[src/rtl/trig_qual_pkg.sv]
package trig_qual_pkg;

  localparam logic [1:0] DIR_NEG  = 2'd0;
  localparam logic [1:0] DIR_POS  = 2'd1;

  typedef enum logic [1:0] {
    ST_IDLE  = 2'd0,
    ST_ARMED = 2'd1,
    ST_RUN   = 2'd2,
    ST_LEVEL = 2'd3
  } qual_state_e;

  typedef struct packed {
    logic       hw;
    logic       level;
    logic [1:0] dir;
  } trig_cfg_t;

  function automatic logic level_ok(input logic [1:0] dir, input logic pin);
    case (dir)
      DIR_NEG: level_ok = ~pin;
      DIR_POS: level_ok = pin;
      default: level_ok = 1'b1;
    endcase
  endfunction

  function automatic logic edge_ok(input logic [1:0] dir, input logic rise, input logic fall);
    case (dir)
      DIR_NEG: edge_ok = fall;
      DIR_POS: edge_ok = rise;
      default: edge_ok = rise | fall;
    endcase
  endfunction

endpackage

[src/rtl/trig_rst_sync.sv]
module trig_rst_sync #(
  parameter int STAGES = 2
) (
  input  logic clk,
  input  logic rst_n,
  output logic rst_sync_n
);
  logic [STAGES-1:0] chain_q;

  always_ff @(posedge clk or negedge rst_n) begin
    if (!rst_n) chain_q <= '0;
    else        chain_q <= {chain_q[STAGES-2:0], 1'b1};
  end

  assign rst_sync_n = chain_q[STAGES-1];
endmodule

[src/rtl/trig_pin_sync.sv]
module trig_pin_sync #(
  parameter int STAGES = 2
) (
  input  logic clk,
  input  logic rst_n,
  input  logic pin_async,
  output logic pin_sync,
  output logic rise,
  output logic fall
);
  logic [STAGES-1:0] sync_q;
  logic              prev_q;

  always_ff @(posedge clk or negedge rst_n) begin
    if (!rst_n) begin
      sync_q <= '0;
      prev_q <= 1'b0;
    end else begin
      sync_q <= {sync_q[STAGES-2:0], pin_async};
      prev_q <= sync_q[STAGES-1];
    end
  end

  assign pin_sync = sync_q[STAGES-1];
  assign rise     = pin_sync & ~prev_q;
  assign fall     = ~pin_sync & prev_q;
endmodule

[src/rtl/trig_qual_fsm.sv]
module trig_qual_fsm
  import trig_qual_pkg::*;
(
  input  logic      clk,
  input  logic      rst_n,
  input  logic      start,
  input  logic      stop,
  input  trig_cfg_t cfg_in,
  input  logic      pin_sync,
  input  logic      rise,
  input  logic      fall,
  output trig_cfg_t cfg_q,
  output logic      run_en,
  output logic      wait_trig
);
  qual_state_e state_q, state_d;
  logic        cfg_en;

  assign cfg_en = (state_q == ST_IDLE) && start && !stop;

  always_comb begin
    state_d = state_q;
    if (stop) begin
      state_d = ST_IDLE;
    end else begin
      case (state_q)
        ST_IDLE: begin
          if (start) begin
            if (!cfg_in.hw)                              state_d = ST_RUN;
            else if (!cfg_in.level)                      state_d = ST_ARMED;
            else if (cfg_in.dir[1])                      state_d = ST_RUN;
            else                                         state_d = ST_LEVEL;
          end
        end
        ST_ARMED: if (edge_ok(cfg_q.dir, rise, fall)) state_d = ST_RUN;
        default:  state_d = state_q;
      endcase
    end
  end

  always_ff @(posedge clk or negedge rst_n) begin
    if (!rst_n) state_q <= ST_IDLE;
    else        state_q <= state_d;
  end

  always_ff @(posedge clk or negedge rst_n) begin
    if (!rst_n)      cfg_q <= '0;
    else if (cfg_en) cfg_q <= cfg_in;
  end

  always_comb begin
    run_en    = 1'b0;
    wait_trig = 1'b0;
    case (state_q)
      ST_RUN:   run_en = 1'b1;
      ST_ARMED: wait_trig = 1'b1;
      ST_LEVEL: begin
        run_en    = level_ok(cfg_q.dir, pin_sync);
        wait_trig = ~level_ok(cfg_q.dir, pin_sync);
      end
      default: ;
    endcase
  end
endmodule

[src/rtl/trig_qualifier.sv]
module trig_qualifier
  import trig_qual_pkg::*;
#(
  parameter int PIN_STAGES = 2,
  parameter int RST_STAGES = 2
) (
  input  logic       clk,
  input  logic       rst_n,
  input  logic       start_i,
  input  logic       stop_i,
  input  logic       hw_mode_i,
  input  logic       level_sel_i,
  input  logic [1:0] dir_i,
  input  logic       trig_pin_i,
  output logic       run_en_o,
  output logic       wait_trig_o
);
  logic      rst_sync_n;
  logic      pin_sync, pin_rise, pin_fall;
  trig_cfg_t cfg_in, cfg_q;

  assign cfg_in = '{hw: hw_mode_i, level: level_sel_i, dir: dir_i};

  trig_rst_sync #(.STAGES(RST_STAGES)) u_rst (
    .clk(clk), .rst_n(rst_n), .rst_sync_n(rst_sync_n)
  );

  trig_pin_sync #(.STAGES(PIN_STAGES)) u_pin (
    .clk(clk), .rst_n(rst_sync_n), .pin_async(trig_pin_i),
    .pin_sync(pin_sync), .rise(pin_rise), .fall(pin_fall)
  );

  trig_qual_fsm u_fsm (
    .clk(clk), .rst_n(rst_sync_n), .start(start_i), .stop(stop_i),
    .cfg_in(cfg_in), .pin_sync(pin_sync), .rise(pin_rise), .fall(pin_fall),
    .cfg_q(cfg_q), .run_en(run_en_o), .wait_trig(wait_trig_o)
  );
endmodule

[config.mk]
export PLATFORM = sky130hd
export DESIGN_NAME = trig_qualifier
export DESIGN_NICKNAME = d
export VERILOG_FILES = /design/src/rtl/trig_qual_pkg.sv /design/src/rtl/trig_rst_sync.sv /design/src/rtl/trig_pin_sync.sv /design/src/rtl/trig_qual_fsm.sv /design/src/rtl/trig_qualifier.sv
export SDC_FILE = /design/constraint.sdc
export NUM_CORES = 1
export LEC_CHECK = 0
export BUFFER_PORTS_ARGS = -buffer_cell sky130_fd_sc_hd__buf_2
export CAP_MARGIN = 20
export CORE_AREA = 2 2 39 41
export CTS_CLUSTER_SIZE = 24
export DETAILED_ROUTE_END_ITERATION = 12
export DIE_AREA = 0 0 41 43
export MAX_ROUTING_LAYER = met4
export SYNTH_ARGS = -nofsm -noshare
export SYNTH_HDL_FRONTEND = slang
export SYNTH_SLANG_ARGS = --single-unit
[constraint.sdc]
create_clock -name clk -period 1 [get_ports clk]
set_clock_uncertainty 0.15 [all_clocks]
set_input_delay 0.1 -clock clk [delete_from_list [all_inputs] [get_ports clk]]
set_output_delay 0.1 -clock clk [all_outputs]
set_load 0.01 [all_outputs]
==> results.md <==
- The detail route stage leaves a number of antenna-violating nets equal to 0.
- The fraction of final layout cells with drive strength greater than 1 is 0.467.
- The count of clock tree sinks is 9.
- The initial antenna violation count came to 0.
- The y dimension of the die is 43 um.
- Of all flip-flops after synthesis, the portion carrying an async set or reset was 1.00.
- The most common cell in the netlist is dfrtp_1.
- During placement, the flow inserted port buffers numbering 10.
- Compared with the post-synthesis result, the final layout area differs by 51.3%.
- The die is 41 um wide.
- The final RePlAce weighted congestion is 0.667.
- Summed over all cells, the static leakage comes to 0.305 nW.
- The number of max-slew violations in the final report is 0.
- Subtracting the final worst setup slack from the clock period gives 1.51 ns.
- The root buffer cell chosen for the clock tree is clkbuf_4.
- The most frequently used flop master after synthesis is dfrtp_1.
- The worst setup path is captured at an output port.
- The internal power summed over all cells is 0.706 mW.
- The setup path with the least slack is of type register to output port.
- The first global-routing pass estimated 1400 um of wire.
- Once layout is complete, the cells apart from fillers number 76.
- The total overflow left after global routing is 0.
- The first routing iteration left 7 violations.
- The uppermost metal layer occupied by signal nets is met3.
- After floorplanning, the core was sized to cover 1380 sq um.
- The multi-input combinational cells in the finished layout cover a total of 206 sq um.
- The count of yosys warnings during synthesis is 0.
- The part of the cycle the worst path needs is 1.51.
- The total half-perimeter wirelength after legalization and detailed placement is 597 um.
- The number of design rule violations left after detail routing is 0.
- Summed over all layers, the routed wires come to 839 um.
- The cell area after synthesis is 422 sq um.
- The count of boundary I/O pins is 11.
- Of all nets on the critical path, the largest fanout is 2.
- The register share of total power is 0.477.
- The die covers 1760 sq um.
- The final reports fail on negative hold slack, negative setup slack.
- After layout, the worst setup slack is -0.511 ns.
- In the post-synthesis netlist, the biggest area contributors are dfrtp_1 (53%), mux2_2 (8.0%), ha_1 (5.9%).
- The top achievable clock speed is 0.662 GHz.
- Total power for the finished layout comes to 0.958 mW.
- The detailed-route via count is 323.
- The vias per cell is 4.25.
- The hold violation count in the final report is 8.
- The largest voltage drop on the vdd net is 616 uV.
- The fraction of power spent switching nets is 0.263.
- The depth of the CTS H-tree is 1.
- Yosys mapped a number of flops with a built-in enable equal to 0.
- By count the netlist is led by dfrtp_1 (9), inv_1 (3), mux2_2 (3), nand2_1 (3), nand2b_1 (3).
- No sink is reached through more buffers than the 2 on the longest clock path.
- Entering global routing, the biggest net connects 8 pins.
- The area share of the leading cell type in the synthesized netlist is 0.534.
- The length of routed wiring on met1 is 325 um.
- The clock slew at the register clock pins of the worst setup and hold paths is 0.06 ns.
- The largest total area in the synthesized netlist belongs to dfrtp_1.
- The max-cap violation count is 0.
- The number of global-route vias before repair was 347.
- Dividing the detail-routed wire length by the instance count gives 11.0 um.
- 0 antenna diodes ended up in the layout.
- The overall fraction of global-route tracks in use is 0.128.
- In the detailed route, the total length drawn on met2 is 484 um.
- Row generation in the floorplan step produced 14 rows.
- Dividing total power by cell area gives a power density of 1500 nW/um^2.
- The number of nets in the synthesized netlist is 46.
- The analysis attributes to net switching a power of 0.252 mW.
- The layout has 147 filler cells.
- The total iterations of the first detailed-routing run is 4.
- Setup repair after global routing could not meet its margin everywhere.
- Counting tap cells, the placed design contains a total of 66 instances.
- The synthesis-stage register bit count is 9.
- Registers take 225 sq um.
- For this run, the register share of the synthesized area comes to 0.534.
- In the detailed route, the total length drawn on met3 is 30 um.
- The hold slack is -0.0499 ns.
- Of the total power, combinational logic draws 0.245.
- The effective utilization at floorplan is 0.305.
- The run finished, with violations left.
- For the worst setup path, the data arrival time is 1.26 ns.
- The worst hold path belongs to the class input port to register.
- TritonCTS built the clock tree.
- At the worst endpoint, the required time is 0.75 ns.
- The startpoint class of the critical path is a register.
- The average instance in the mapped netlist occupies 12.0 sq um.
- Of the total power, the clock network draws 0.278.
- Setup violations remaining at the end of the flow were counted as 6.
- The cell area after placement is 543 sq um.
- The final layout net count is 72.
- The final instance area is 638 sq um.
- Clock tree synthesis inserted a total of 3 buffers.
- The number of distinct standard cells referenced by the synthesized netlist is 17.
- The number of standard cells after synthesis is 35.
- The insertion delay to the later sink of the worst-skew pair is 0.25 ns.
## power by group through the flow
stage          sequential [mW]  clock (mW)  combinational (mW)
2_1_floorplan            0.455           0               0.122
5_1_grt                  0.465       0.302               0.257
3_5_place_dp             0.461           0               0.210
3_3_place_gp             0.461           0               0.207
4_1_cts                  0.458       0.282               0.235
6_report                 0.457       0.266               0.235
## metal layers
layer | track usage | vias to the layer above
met5 | - | -
met4 | 0.0800 | 0
met3 | 0.0157 | 0
met2 | 0.213 | 6
met1 | 0.133 | 149
li1 | - | 168
## layout make-up
| type | instances | area share |
|---|---|---|
| flip-flops and latches | 9 | 0.353 |
| multi-input cells | 23 | 0.324 |
| clock buffers | 4 | 0.0412 |
| repair buffers | 21 | 0.233 |
| well taps | 16 | 0.0314 |
| inverters | 3 | 0.0176 |
## path summary, 6_finish.rpt
kind,from,to,slack [ns],depth (start not counted)
worst max register to register,u_pin.sync_q[1],u_fsm.state_q[1],-0.50,5
worst max-delay path,u_pin.sync_q[1],run_en_o,-0.51,5
min in group asynchronous,u_rst.chain_q[1],u_pin.sync_q[0],-0.04,0
worst min-delay path,dir_i[1],u_fsm.cfg_q[1],-0.05,2
worst min register to register,u_rst.chain_q[1],u_pin.sync_q[0],-0.04,0
max in group asynchronous,u_rst.chain_q[1],u_fsm.cfg_q[1],0.52,0
## state kept, by name, indices dropped and copies added (netlist names)
name	flops
u_fsm.cfg_q	2
u_fsm.state_q	2
u_pin.prev_q	1
u_rst.chain_q	2
u_pin.sync_q	2
## worst max-delay path, stage by stage (launching register included)
cell and delay (ns):
dfrtp_1 0.39, buf_6 0.12, xor2_2 0.14, buf_4 0.14
a21boi_2 0.10, buf_2 0.13
## placed cells by master (no fill, tap or decap), drive strengths merged, types with 2 or more instances in the layout
cell type    synthesis  layout
a21oi                2       2
mux2                 3       3
nand2                3       3
ha                   2       2
inv                  3       3
dfrtp                9       9
dlygate4sd3          0       5
buf                  0      16
clkbuf               0       4
nand2b               3       3
## logic make-up (layout without fill, tap and decap cells)
family | after synthesis | count (layout) | synth area share
multiplexers | 3 | 3 | 0.0801
other | 1 | 1 | 0.00889
adder cells (fa/ha/maj) | 2 | 2 | 0.0593
flip-flops | 9 | 9 | 0.534
AO/OA/AOI/OAI | 7 | 7 | 0.116
XOR/XNOR | 1 | 1 | 0.0208
buffers and inverters | 3 | 28 | 0.0267
AND/OR/NAND/NOR | 9 | 9 | 0.154
## metrics by stage
step | util | TNS (ns) | worst slack (ns)
4_1_cts | 0.461 | -2.80 | -0.535
2_1_floorplan | - | -1.46 | -0.348
3_3_place_gp | 0.392 | -2.04 | -0.384
3_5_place_dp | 0.392 | -2.17 | -0.411
6_report | 0.461 | -2.70 | -0.511
5_1_grt | 0.461 | -3.16 | -0.590
## what timing repair did
| action | CTS | global route |
|---|---|---|
| hold endpoints to repair | 14 | 9 |
| pin swaps | 1 | 0 |
| cloned | 0 | 0 |
| setup buffers | 1 | 0 |
| setup endpoints to repair | 6 | 8 |
| hold buffers | 5 | 1 |
| gates resized for setup | 2 | 0 |
Power figures use the tool's default switching activity.
